### config.mk
export PLATFORM = sky130hd
export DESIGN_NAME = fd_stack_unit
export DESIGN_NICKNAME = d
export VERILOG_FILES = /design/src/rtl/fdsp_pkg.sv /design/src/rtl/fdsp_ptr.sv /design/src/rtl/fdsp_store.sv /design/src/rtl/fdsp_rdport.sv /design/src/rtl/fd_stack_unit.sv
export SDC_FILE = /design/constraint.sdc
export NUM_CORES = 2
export LEC_CHECK = 0
export BUFFER_PORTS_ARGS = -buffer_cell sky130_fd_sc_hd__buf_4
export CORE_MARGIN = 3
export CORE_UTILIZATION = 50
export CTS_CLUSTER_SIZE = 10
export DETAILED_ROUTE_END_ITERATION = 8
export PLACE_DENSITY = 0.77
export SLEW_MARGIN = 20
export SYNTH_ARGS = -nofsm -noshare
export SYNTH_HDL_FRONTEND = slang
export SYNTH_SLANG_ARGS = --single-unit
### constraint.sdc
create_clock -name clk -period 14.4 [get_ports clk]
set_input_delay 0.72 -clock clk [delete_from_list [all_inputs] [get_ports clk]]
set_output_delay 0.72 -clock clk [all_outputs]
set_load 0.01 [all_outputs]
### src/rtl/fdsp_pkg.sv
package fdsp_pkg;

   // Request decode: bit 0 is push, bit 1 is pop.
   typedef enum logic [1:0] {
      OP_IDLE  = 2'd0,
      OP_PUSH  = 2'd1,
      OP_POP   = 2'd2,
      OP_CLASH = 2'd3
   } stk_op_e;

   function automatic stk_op_e classify(input logic push, input logic pop);
      return stk_op_e'({pop, push});
   endfunction

endpackage

### src/rtl/fdsp_ptr.sv
module fdsp_ptr
   import fdsp_pkg::*;
#(
   parameter int unsigned          ADDR_W   = 32,
   parameter int unsigned          DEPTH    = 64,
   parameter int unsigned          STEP     = 4,
   parameter logic [ADDR_W-1:0]    SP_RESET = 'h2000,
   localparam int unsigned         CNT_W    = $clog2(DEPTH + 1)
) (
   input  logic              clk,
   input  logic              rst_n,
   input  stk_op_e           op,
   output logic [ADDR_W-1:0] sp_q,
   output logic [ADDR_W-1:0] addr_o,
   output logic              wr_en_o,
   output logic              rd_en_o,
   output logic [CNT_W-1:0]  fill_o,
   output logic              ovf_q,
   output logic              unf_q
);

   logic [CNT_W-1:0]  fill_q;
   logic              full, empty, push_ok, pop_ok;
   logic [ADDR_W-1:0] sp_dn, sp_up;

   assign full    = (fill_q == CNT_W'(DEPTH));
   assign empty   = (fill_q == '0);
   assign push_ok = (op == OP_PUSH) && !full;
   assign pop_ok  = (op == OP_POP)  && !empty;
   assign sp_dn   = sp_q - ADDR_W'(STEP);
   assign sp_up   = sp_q + ADDR_W'(STEP);

   // Pushes touch the word below the pointer, pops the word under it.
   always_comb begin
      addr_o = (op == OP_PUSH) ? sp_dn : sp_q;
   end

   always_ff @(posedge clk or negedge rst_n) begin
      if (!rst_n) begin
         sp_q   <= SP_RESET;
         fill_q <= '0;
         ovf_q  <= 1'b0;
         unf_q  <= 1'b0;
      end else begin
         if (push_ok) begin
            sp_q   <= sp_dn;
            fill_q <= fill_q + CNT_W'(1);
         end else if (pop_ok) begin
            sp_q   <= sp_up;
            fill_q <= fill_q - CNT_W'(1);
         end
         ovf_q <= (op == OP_PUSH) && full;
         unf_q <= (op == OP_POP)  && empty;
      end
   end

   assign wr_en_o = push_ok;
   assign rd_en_o = pop_ok;
   assign fill_o  = fill_q;

endmodule

### src/rtl/fdsp_store.sv
module fdsp_store #(
   parameter int unsigned DATA_W = 32,
   parameter int unsigned DEPTH  = 64,
   localparam int unsigned IDX_W = $clog2(DEPTH)
) (
   input  logic              clk,
   input  logic              wr_en,
   input  logic [IDX_W-1:0]  idx,
   input  logic [DATA_W-1:0] wdata,
   output logic [DATA_W-1:0] rdata
);

   logic [DATA_W-1:0] word_q [DEPTH];

   for (genvar g = 0; g < DEPTH; g++) begin : g_word
      always_ff @(posedge clk) begin
         if (wr_en && (idx == IDX_W'(g))) begin
            word_q[g] <= wdata;
         end
      end
   end

   assign rdata = word_q[idx];

endmodule

### src/rtl/fdsp_rdport.sv
module fdsp_rdport #(
   parameter int unsigned DATA_W    = 32,
   parameter bit          ZERO_IDLE = 1'b1
) (
   input  logic              clk,
   input  logic              rst_n,
   input  logic              rd_en,
   input  logic [DATA_W-1:0] rdata,
   output logic [DATA_W-1:0] data_q,
   output logic              valid_q
);

   always_ff @(posedge clk or negedge rst_n) begin
      if (!rst_n) valid_q <= 1'b0;
      else        valid_q <= rd_en;
   end

   if (ZERO_IDLE) begin : g_zero
      always_ff @(posedge clk or negedge rst_n) begin
         if (!rst_n) data_q <= '0;
         else        data_q <= rd_en ? rdata : '0;
      end
   end else begin : g_hold
      always_ff @(posedge clk or negedge rst_n) begin
         if (!rst_n)     data_q <= '0;
         else if (rd_en) data_q <= rdata;
      end
   end

endmodule

### src/rtl/fd_stack_unit.sv
module fd_stack_unit
   import fdsp_pkg::*;
#(
   parameter int unsigned       DATA_W    = 32,
   parameter int unsigned       ADDR_W    = 32,
   parameter int unsigned       DEPTH     = 64,
   parameter logic [ADDR_W-1:0] SP_RESET  = 'h2000,
   parameter bit                ZERO_IDLE = 1'b1
) (
   input  logic              clk,
   input  logic              rst_n,
   input  logic              push_i,
   input  logic              pop_i,
   input  logic [DATA_W-1:0] push_data_i,
   output logic [DATA_W-1:0] pop_data_o,
   output logic              pop_valid_o,
   output logic [ADDR_W-1:0] sp_o,
   output logic [ADDR_W-1:0] access_addr_o,
   output logic              overflow_o,
   output logic              underflow_o
);

   localparam int unsigned STEP    = DATA_W / 8;
   localparam int unsigned IDX_LSB = $clog2(STEP);
   localparam int unsigned IDX_W   = $clog2(DEPTH);
   localparam int unsigned CNT_W   = $clog2(DEPTH + 1);

   if (DATA_W % 8 != 0 || (STEP & (STEP - 1)) != 0) begin : g_bad_width
      $error("fd_stack_unit: DATA_W must be a power-of-two number of bytes");
   end
   if (DEPTH < 2 || (DEPTH & (DEPTH - 1)) != 0) begin : g_bad_depth
      $error("fd_stack_unit: DEPTH must be a power of two, at least 2");
   end
   if (ADDR_W < IDX_LSB + IDX_W) begin : g_bad_addr
      $error("fd_stack_unit: ADDR_W too narrow for the store window");
   end
   if (SP_RESET % STEP != 0) begin : g_bad_reset
      $error("fd_stack_unit: SP_RESET must be word aligned");
   end

   stk_op_e           op;
   logic              wr_en, rd_en;
   logic [CNT_W-1:0]  fill;
   logic [DATA_W-1:0] rd_word;

   assign op = classify(push_i, pop_i);

   fdsp_ptr #(
      .ADDR_W   (ADDR_W),
      .DEPTH    (DEPTH),
      .STEP     (STEP),
      .SP_RESET (SP_RESET)
   ) u_ptr (
      .clk     (clk),
      .rst_n   (rst_n),
      .op      (op),
      .sp_q    (sp_o),
      .addr_o  (access_addr_o),
      .wr_en_o (wr_en),
      .rd_en_o (rd_en),
      .fill_o  (fill),
      .ovf_q   (overflow_o),
      .unf_q   (underflow_o)
   );

   fdsp_store #(
      .DATA_W (DATA_W),
      .DEPTH  (DEPTH)
   ) u_store (
      .clk   (clk),
      .wr_en (wr_en),
      .idx   (access_addr_o[IDX_LSB +: IDX_W]),
      .wdata (push_data_i),
      .rdata (rd_word)
   );

   fdsp_rdport #(
      .DATA_W    (DATA_W),
      .ZERO_IDLE (ZERO_IDLE)
   ) u_rd (
      .clk     (clk),
      .rst_n   (rst_n),
      .rd_en   (rd_en),
      .rdata   (rd_word),
      .data_q  (pop_data_o),
      .valid_q (pop_valid_o)
   );

endmodule

Word level (Yosys, flattened, before mapping)
Memory sizes are Yosys's and may differ from the RTL's.
Cells that the tools add are included.
{"block": "op_classes", "n_addsub": 4, "n_eq_ne": 66, "mux": 323, "n_reduce_logical": 136}
{"op": "32-bit two-way mux", "count": 67}
{"op": "32-bit OR reduction", "count": 63}
{"op": "6-bit two-way mux", "count": 63}
{"op": "6-bit == test (second input constant)", "count": 32}
{"op": "1-bit two-way mux", "count": 191}
{"op": "6-bit by 5-bit == test with 1-bit output (second input constant)", "count": 16}
{"op": "1-bit logical AND", "count": 68}
{"op": "6-bit by 4-bit == test with 1-bit output (second input constant)", "count": 8}
{"op": "32-bit by 3-bit adder with 32-bit output (second input constant)", "count": 1}
{"op": "32-bit by 3-bit subtractor with 32-bit output (second input constant)", "count": 1}
{"op": "6-bit by 3-bit == test with 1-bit output (second input constant)", "count": 4}
{"op": "7-bit two-way mux", "count": 2}
{"op": "6-bit by 2-bit == test with 1-bit output (second input constant)", "count": 2}
{"op": "7-bit by 1-bit adder with 7-bit output (second input constant)", "count": 1}
{"op": "7-bit == test (second input constant)", "count": 1}
{"op": "7-bit zero test", "count": 1}
{"op": "7-bit by 1-bit subtractor with 7-bit output (second input constant)", "count": 1}
{"op": "6-bit by 1-bit == test with 1-bit output (second input constant)", "count": 1}
{"op": "6-bit zero test", "count": 1}
{"op": "2-bit by 1-bit == test with 1-bit output (second input constant)", "count": 1}
{"op": "2-bit == test (second input constant)", "count": 1}
{"op": "1-bit zero test", "count": 2}
{"op": "2-bit nonzero test", "count": 1}
{"block": "word_totals", "regBits": 74, "ram_bits": 2048, "inputBits": 36, "output_inout_bits": 99, "mem_count": 1}
{"memory": "u_store.word_q", "depth": 64, "width": 32, "read_ports": 1, "rd_clocked_by_memory_dff": 0, "write_ports": 1, "line_no": "fdsp_store.sv:13", "text": "logic [DATA_W-1:0] word_q [DEPTH];"}

Longest topological paths before layout
{"block": "depth", "depth_word": 70, "depth_mapped": 13, "ltp_nobuf": 11}

Modules after synthesis
Synthesis repeated with hierarchy kept, for this count alone.
{"block": "hier_totals", "hier_cells": 3676, "hier_area_um2": 81137.8}
{"mod": "fdsp_store", "instances": 1, "cells_each": 3267, "area_per_inst_um2": 77140.2}
{"mod": "fdsp_ptr", "instances": 1, "cells_each": 341, "area_per_inst_um2": 2916.5}
{"mod": "fdsp_rdport", "instances": 1, "cells_each": 68, "area_per_inst_um2": 1081.0}

Worst setup path before layout
OpenSTA, ideal clock, no wires.
{"block": "synth_timing", "path_type": "reg-to-reg", "start": "reg u_ptr.sp_q[2]", "end": "mem u_store.word_q[37][0] (enable)", "t_arrival_ns": 4.399, "t_required_ns": 13.939, "slack_ns": 9.540, "path_stages_with_launch": 10, "path_buffers": 4, "path_cell_list": "dfrtp_1 > buf_2 > inv_1 > ha_1 > nor4bb_1 > a31oi_1 > clkbuf_1 > clkbuf_1 > buf_1 > nor3_1"}
{"block": "synth_between", "elab_chain_len": 70, "elab_cells_between_ends": 447, "cone_classes": "add/sub (1); eq/ne (63); mux (255); reduce/logical (128)"}
{"element": "from (decl)", "line_no": "fdsp_ptr.sv:13", "text": "output logic [ADDR_W-1:0] sp_q,"}
{"element": "from (signal assigned)", "line_no": "fdsp_ptr.sv:46", "text": "sp_q <= sp_dn;"}
{"element": "from (signal assigned)", "line_no": "fdsp_ptr.sv:49", "text": "sp_q <= sp_up;"}
{"element": "32-bit by 3-bit subtractor with 32-bit output", "line_no": "fdsp_ptr.sv:30", "text": "assign sp_dn = sp_q - ADDR_W'(STEP);"}
{"element": "32-bit two-way mux *", "line_no": "fdsp_ptr.sv:35", "text": "addr_o = (op == OP_PUSH) ? sp_dn : sp_q;"}
{"element": "6-bit by 1-bit == test with 1-bit output", "line_no": "fdsp_store.sv:17", "text": "if (wr_en && (idx == IDX_W'(g))) begin"}
{"element": "1-bit logical AND", "line_no": "fdsp_store.sv:17"}
{"element": "1-bit two-way mux", "line_no": "fdsp_store.sv:17"}
{"element": "1-bit two-way mux (not written as such)", "line_no": "fdsp_store.sv:18", "text": "word_q[g] <= wdata;"}
{"element": "32-bit OR reduction (no line)"}
{"element": "6-bit two-way mux (no line) or 1-bit two-way mux (tied branches) (63 in series)"}
{"element": "to (decl)", "line_no": "fdsp_store.sv:13"}
Every way passes the cells marked *; elsewhere a longest branch is shown, timed or not.

Worst setup path in the final report
{"block": "layout_timing", "start": "reg u_ptr.sp_q[2]", "end": "reg u_rd.data_q[30]"}
{"block": "layout_between", "elab_chain_len": 4}
{"element": "32-bit by 3-bit subtractor with 32-bit output", "line_no": "fdsp_ptr.sv:30"}
{"element": "32-bit two-way mux *", "line_no": "fdsp_ptr.sv:35"}
{"element": "memory read 64 x 32 bit *"}
{"element": "32-bit two-way mux *", "line_no": "fdsp_rdport.sv:21", "text": "else data_q <= rd_en ? rdata : '0;"}
{"element": "to (signal assigned)", "line_no": "fdsp_rdport.sv:21"}
{"element": "to (decl)", "line_no": "fdsp_rdport.sv:9", "text": "output logic [DATA_W-1:0] data_q,"}
Marked as above.
A chain may end at the register's enable or synchronous reset.

==> flow_summary.json <==
{
  "multi_input_area_mm2": 0.0130,
  "numCtsBuffers": 231,
  "ir_worst_vdd_uv": 372,
  "n_fill_cell": 10800,
  "synth-async-reset-ratio_pct": 3.40,
  "post_drt_wl_per_cell_um": 32.9,
  "critPathKind": "flip-flop to flip-flop",
  "syn_area_per_cell_um2": 17.0,
  "final_cell_area_mm2": 0.0879,
  "grt_overflow": 0,
  "cts_tree": "yes",
  "cts_root_buf": "clkbuf_16",
  "max_slew_margin_pct": 19.9,
  "area_growth_pct": 13.7,
  "pre_cts_slack_ps": 8570,
  "hold_viol": 0,
  "finalWirelength_mm": 227,
  "final_common_cell": "edfxtp_1",
  "layout_setup_ws_ps": 8300,
  "die_h_um": 399,
  "via_count": 48700,
  "clkTransAtPathRegs_ps": 60,
  "drt_iter0_drc": 8812,
  "worst_pin_slew_ps": 1200,
  "dp_hpwl_mm": 112,
  "rsz0062_at_grt": "false",
  "grt_pass1_wl_mm": 319,
  "io_pins": 135,
  "fin_worst_skew_ps": 35.7,
  "cp-start-kind": "flip-flop",
  "clk_path_buf_depth": 3,
  "period_share_pct": 42.4,
  "via_per_inst": 7.05,
  "nNetsFinal": 4770,
  "die_area_mm2": 0.159,
  "drive_above_1_share_pct": 12.8,
  "gp_congestion": 0.827,
  "ys_ff_latch": 2120,
  "fin_crit_ps": 6100,
  "hp-class": "input pin to flip-flop",
  "synth_warnings": 0,
  "syn_area_mm2": 0.0773,
  "htreeDepth": 4,
  "grt.total_usage_pct": 27.8,
  "yosysUniqueCellTypes": 50,
  "grt_pass1_vias": 46400,
  "io_buffers": 130,
  "post_dp_cell_area_mm2": 0.0812,
  "final_max_slew_viol_count": 0,
  "drtPass1Iterations": 8,
  "grt_max_degree": 176,
  "drcViolationCount": 0,
  "clock_latency_ps": 870,
  "rows": 143,
  "seq_area_frac_synth_pct": 81.9,
  "core_area_mm2": 0.153,
  "ctsHoldBuffers": 1,
  "ys.flop_type": "edfxtp_1",
  "worst_ep_arrival_time_ps": 6880,
  "required_ps": 15170,
  "postRouteAntennaNets": 0,
  "start_util_pct": 50.6,
  "crit_path_max_fanout": 78,
  "cts_num_sinks": 2120,
  "die_w_um": 399,
  "finalPower_mw": 17.1,
  "post_cts_resized": 0,
  "setup_tns_ps": 0,
  "status": "finished clean",
  "cap_violations": 0,
  "worstReg2RegStart": "u_ptr.sp_q[2]$_DFFE_PN0P_",
  "startpoint": "u_ptr.sp_q[2]$_DFFE_PN0P_",
  "antenna_found_initial": 14,
  "final_cell_mix": "edfxtp_1, o22ai_1, o21ai_0",
  "worstHoldStart": "pop_i",
  "p_per_area_mw_per_mm2": 194,
  "setup_viol": 0,
  "seqCellArea_mm2": 0.0633,
  "synth_edf_count": 2048,
  "cts_setup_buffers": 0,
  "synth_cells": 4546,
  "p_leak_nw": 26.9,
  "fmax_ghz": 0.164,
  "endpoint_kind": "flip-flop"
}
## critical path: stages (launching register included)
cell and delay, ps:
dfrtp_1 670, inv_1 270, ha_1 470, nor4b_1 120, a31oi_4 450, buf_4 860
buf_4 920, buf_4 700, o22ai_1 200, o21ai_0 260, a41oi_1 170, or4_1 610
nor2_1 150
## final cells by class
| cell class | instances | share of cell area, % |
|---|---|---|
| repair buffers | 287 | 2.60 |
| diodes | 9 | 0.0256 |
| multi-input cells | 2074 | 14.8 |
| clock buffers | 367 | 7.17 |
| well taps | 2030 | 2.89 |
| inverters | 12 | 0.0513 |
| flip-flops and latches | 2120 | 72.0 |
| clock inverters | 19 | 0.387 |
## worst paths after layout
kind | endpoint | slack, ps | depth (start not counted)
hold reg to reg | u_ptr.fill_o[3]$_DFFE_PN0P_ | 520 | 2
setup / recovery | u_rd.data_q[30]$_DFF_PN0_ | 8300 | 12
min in group asynchronous | u_ptr.sp_q[28]$_DFFE_PN0P_ | 470 | 2
hold / removal | u_ptr.unf_q$_DFF_PN0_ | 260 | 3
setup reg to reg | u_rd.data_q[30]$_DFF_PN0_ | 8300 | 12
max in group asynchronous | u_rd.data_q[24]$_DFF_PN0_ | 12660 | 3
## cells by family after synthesis
group	Yosys count	synth area share, %
buffers and inverters	355	1.77
DFF	2120	81.9
xor gates and xnor gates	63	0.714
and+or+nand+nor	277	1.90
muxes	2	0.0275
AOI/OAI and AO/OA	1720	13.5
other	1	0.00485
adders and majority gates	8	0.139
## cell usage after synthesis (2+ instances only)
cell	n	area (µm²)
edfxtp_1	2048	61500
o22ai_1	1025	6410
o21ai_0	521	2610
clkbuf_1	300	1130
a41oi_1	131	1150
nor3_1	93	465
dfrtp_1	71	1780
nor2_1	57	214
or4_1	35	263
xnor2_1	33	289
buf_1	32	120
nand2_1	32	120
xor2_1	30	263
a21oi_1	20	100
nand3_1	15	75.1
inv_1	12	45.0
a31oi_1	8	50.1
ha_1	7	87.6
or3_1	7	43.8
and4_1	6	52.6
nor4_1	6	37.5
buf_2	5	25.0
and3_1	4	25.0
buf_4	4	30.0
nand2b_1	4	25.0
nand4_1	4	25.0
or2_2	4	25.0
a21o_1	3	22.5
o21ai_1	3	15.0
a22oi_1	2	15.0
buf_6	2	22.5
nor4bb_1	2	20.0
o21bai_1	2	15.0
or4_4	2	22.5
## routing by layer
layer	track usage, %	share of wire [%]	up-vias
met4	16.3	6.3	6
met1	36.7	33	24000
met2	41.4	45	4646
met5	0	0.018	-
li1	-	-	19300
met3	8.01	15	818
## per-stage QoR
stage	util, %	instances	hold slack (ps)
floorplan	-	4549	424
global placement	53.1	6522	493
detailed placement	53.1	6522	507
CTS	57.5	6909	214
global route	57.5	6912	267
finish	57.5	6918	256
## registers in the layout, summed over array words and instances, names as in the netlist
name / flops
u_store.word_q: 2048
u_ptr.unf_q: 1
u_rd.valid_q: 1
u_ptr.sp_q: 30
u_ptr.ovf_q: 1
u_ptr.fill_o: 7
u_rd.data_q: 32
## where the power goes
| group | internal [mW] | switching, mW | total [mW] |
|---|---|---|---|
| Combinational | 1.30 | 3.32 | 4.62 |
| Sequential | 6.98 | 0.193 | 7.18 |
| Clock | 2.99 | 2.29 | 5.28 |
Power figures use the tool's default switching activity.
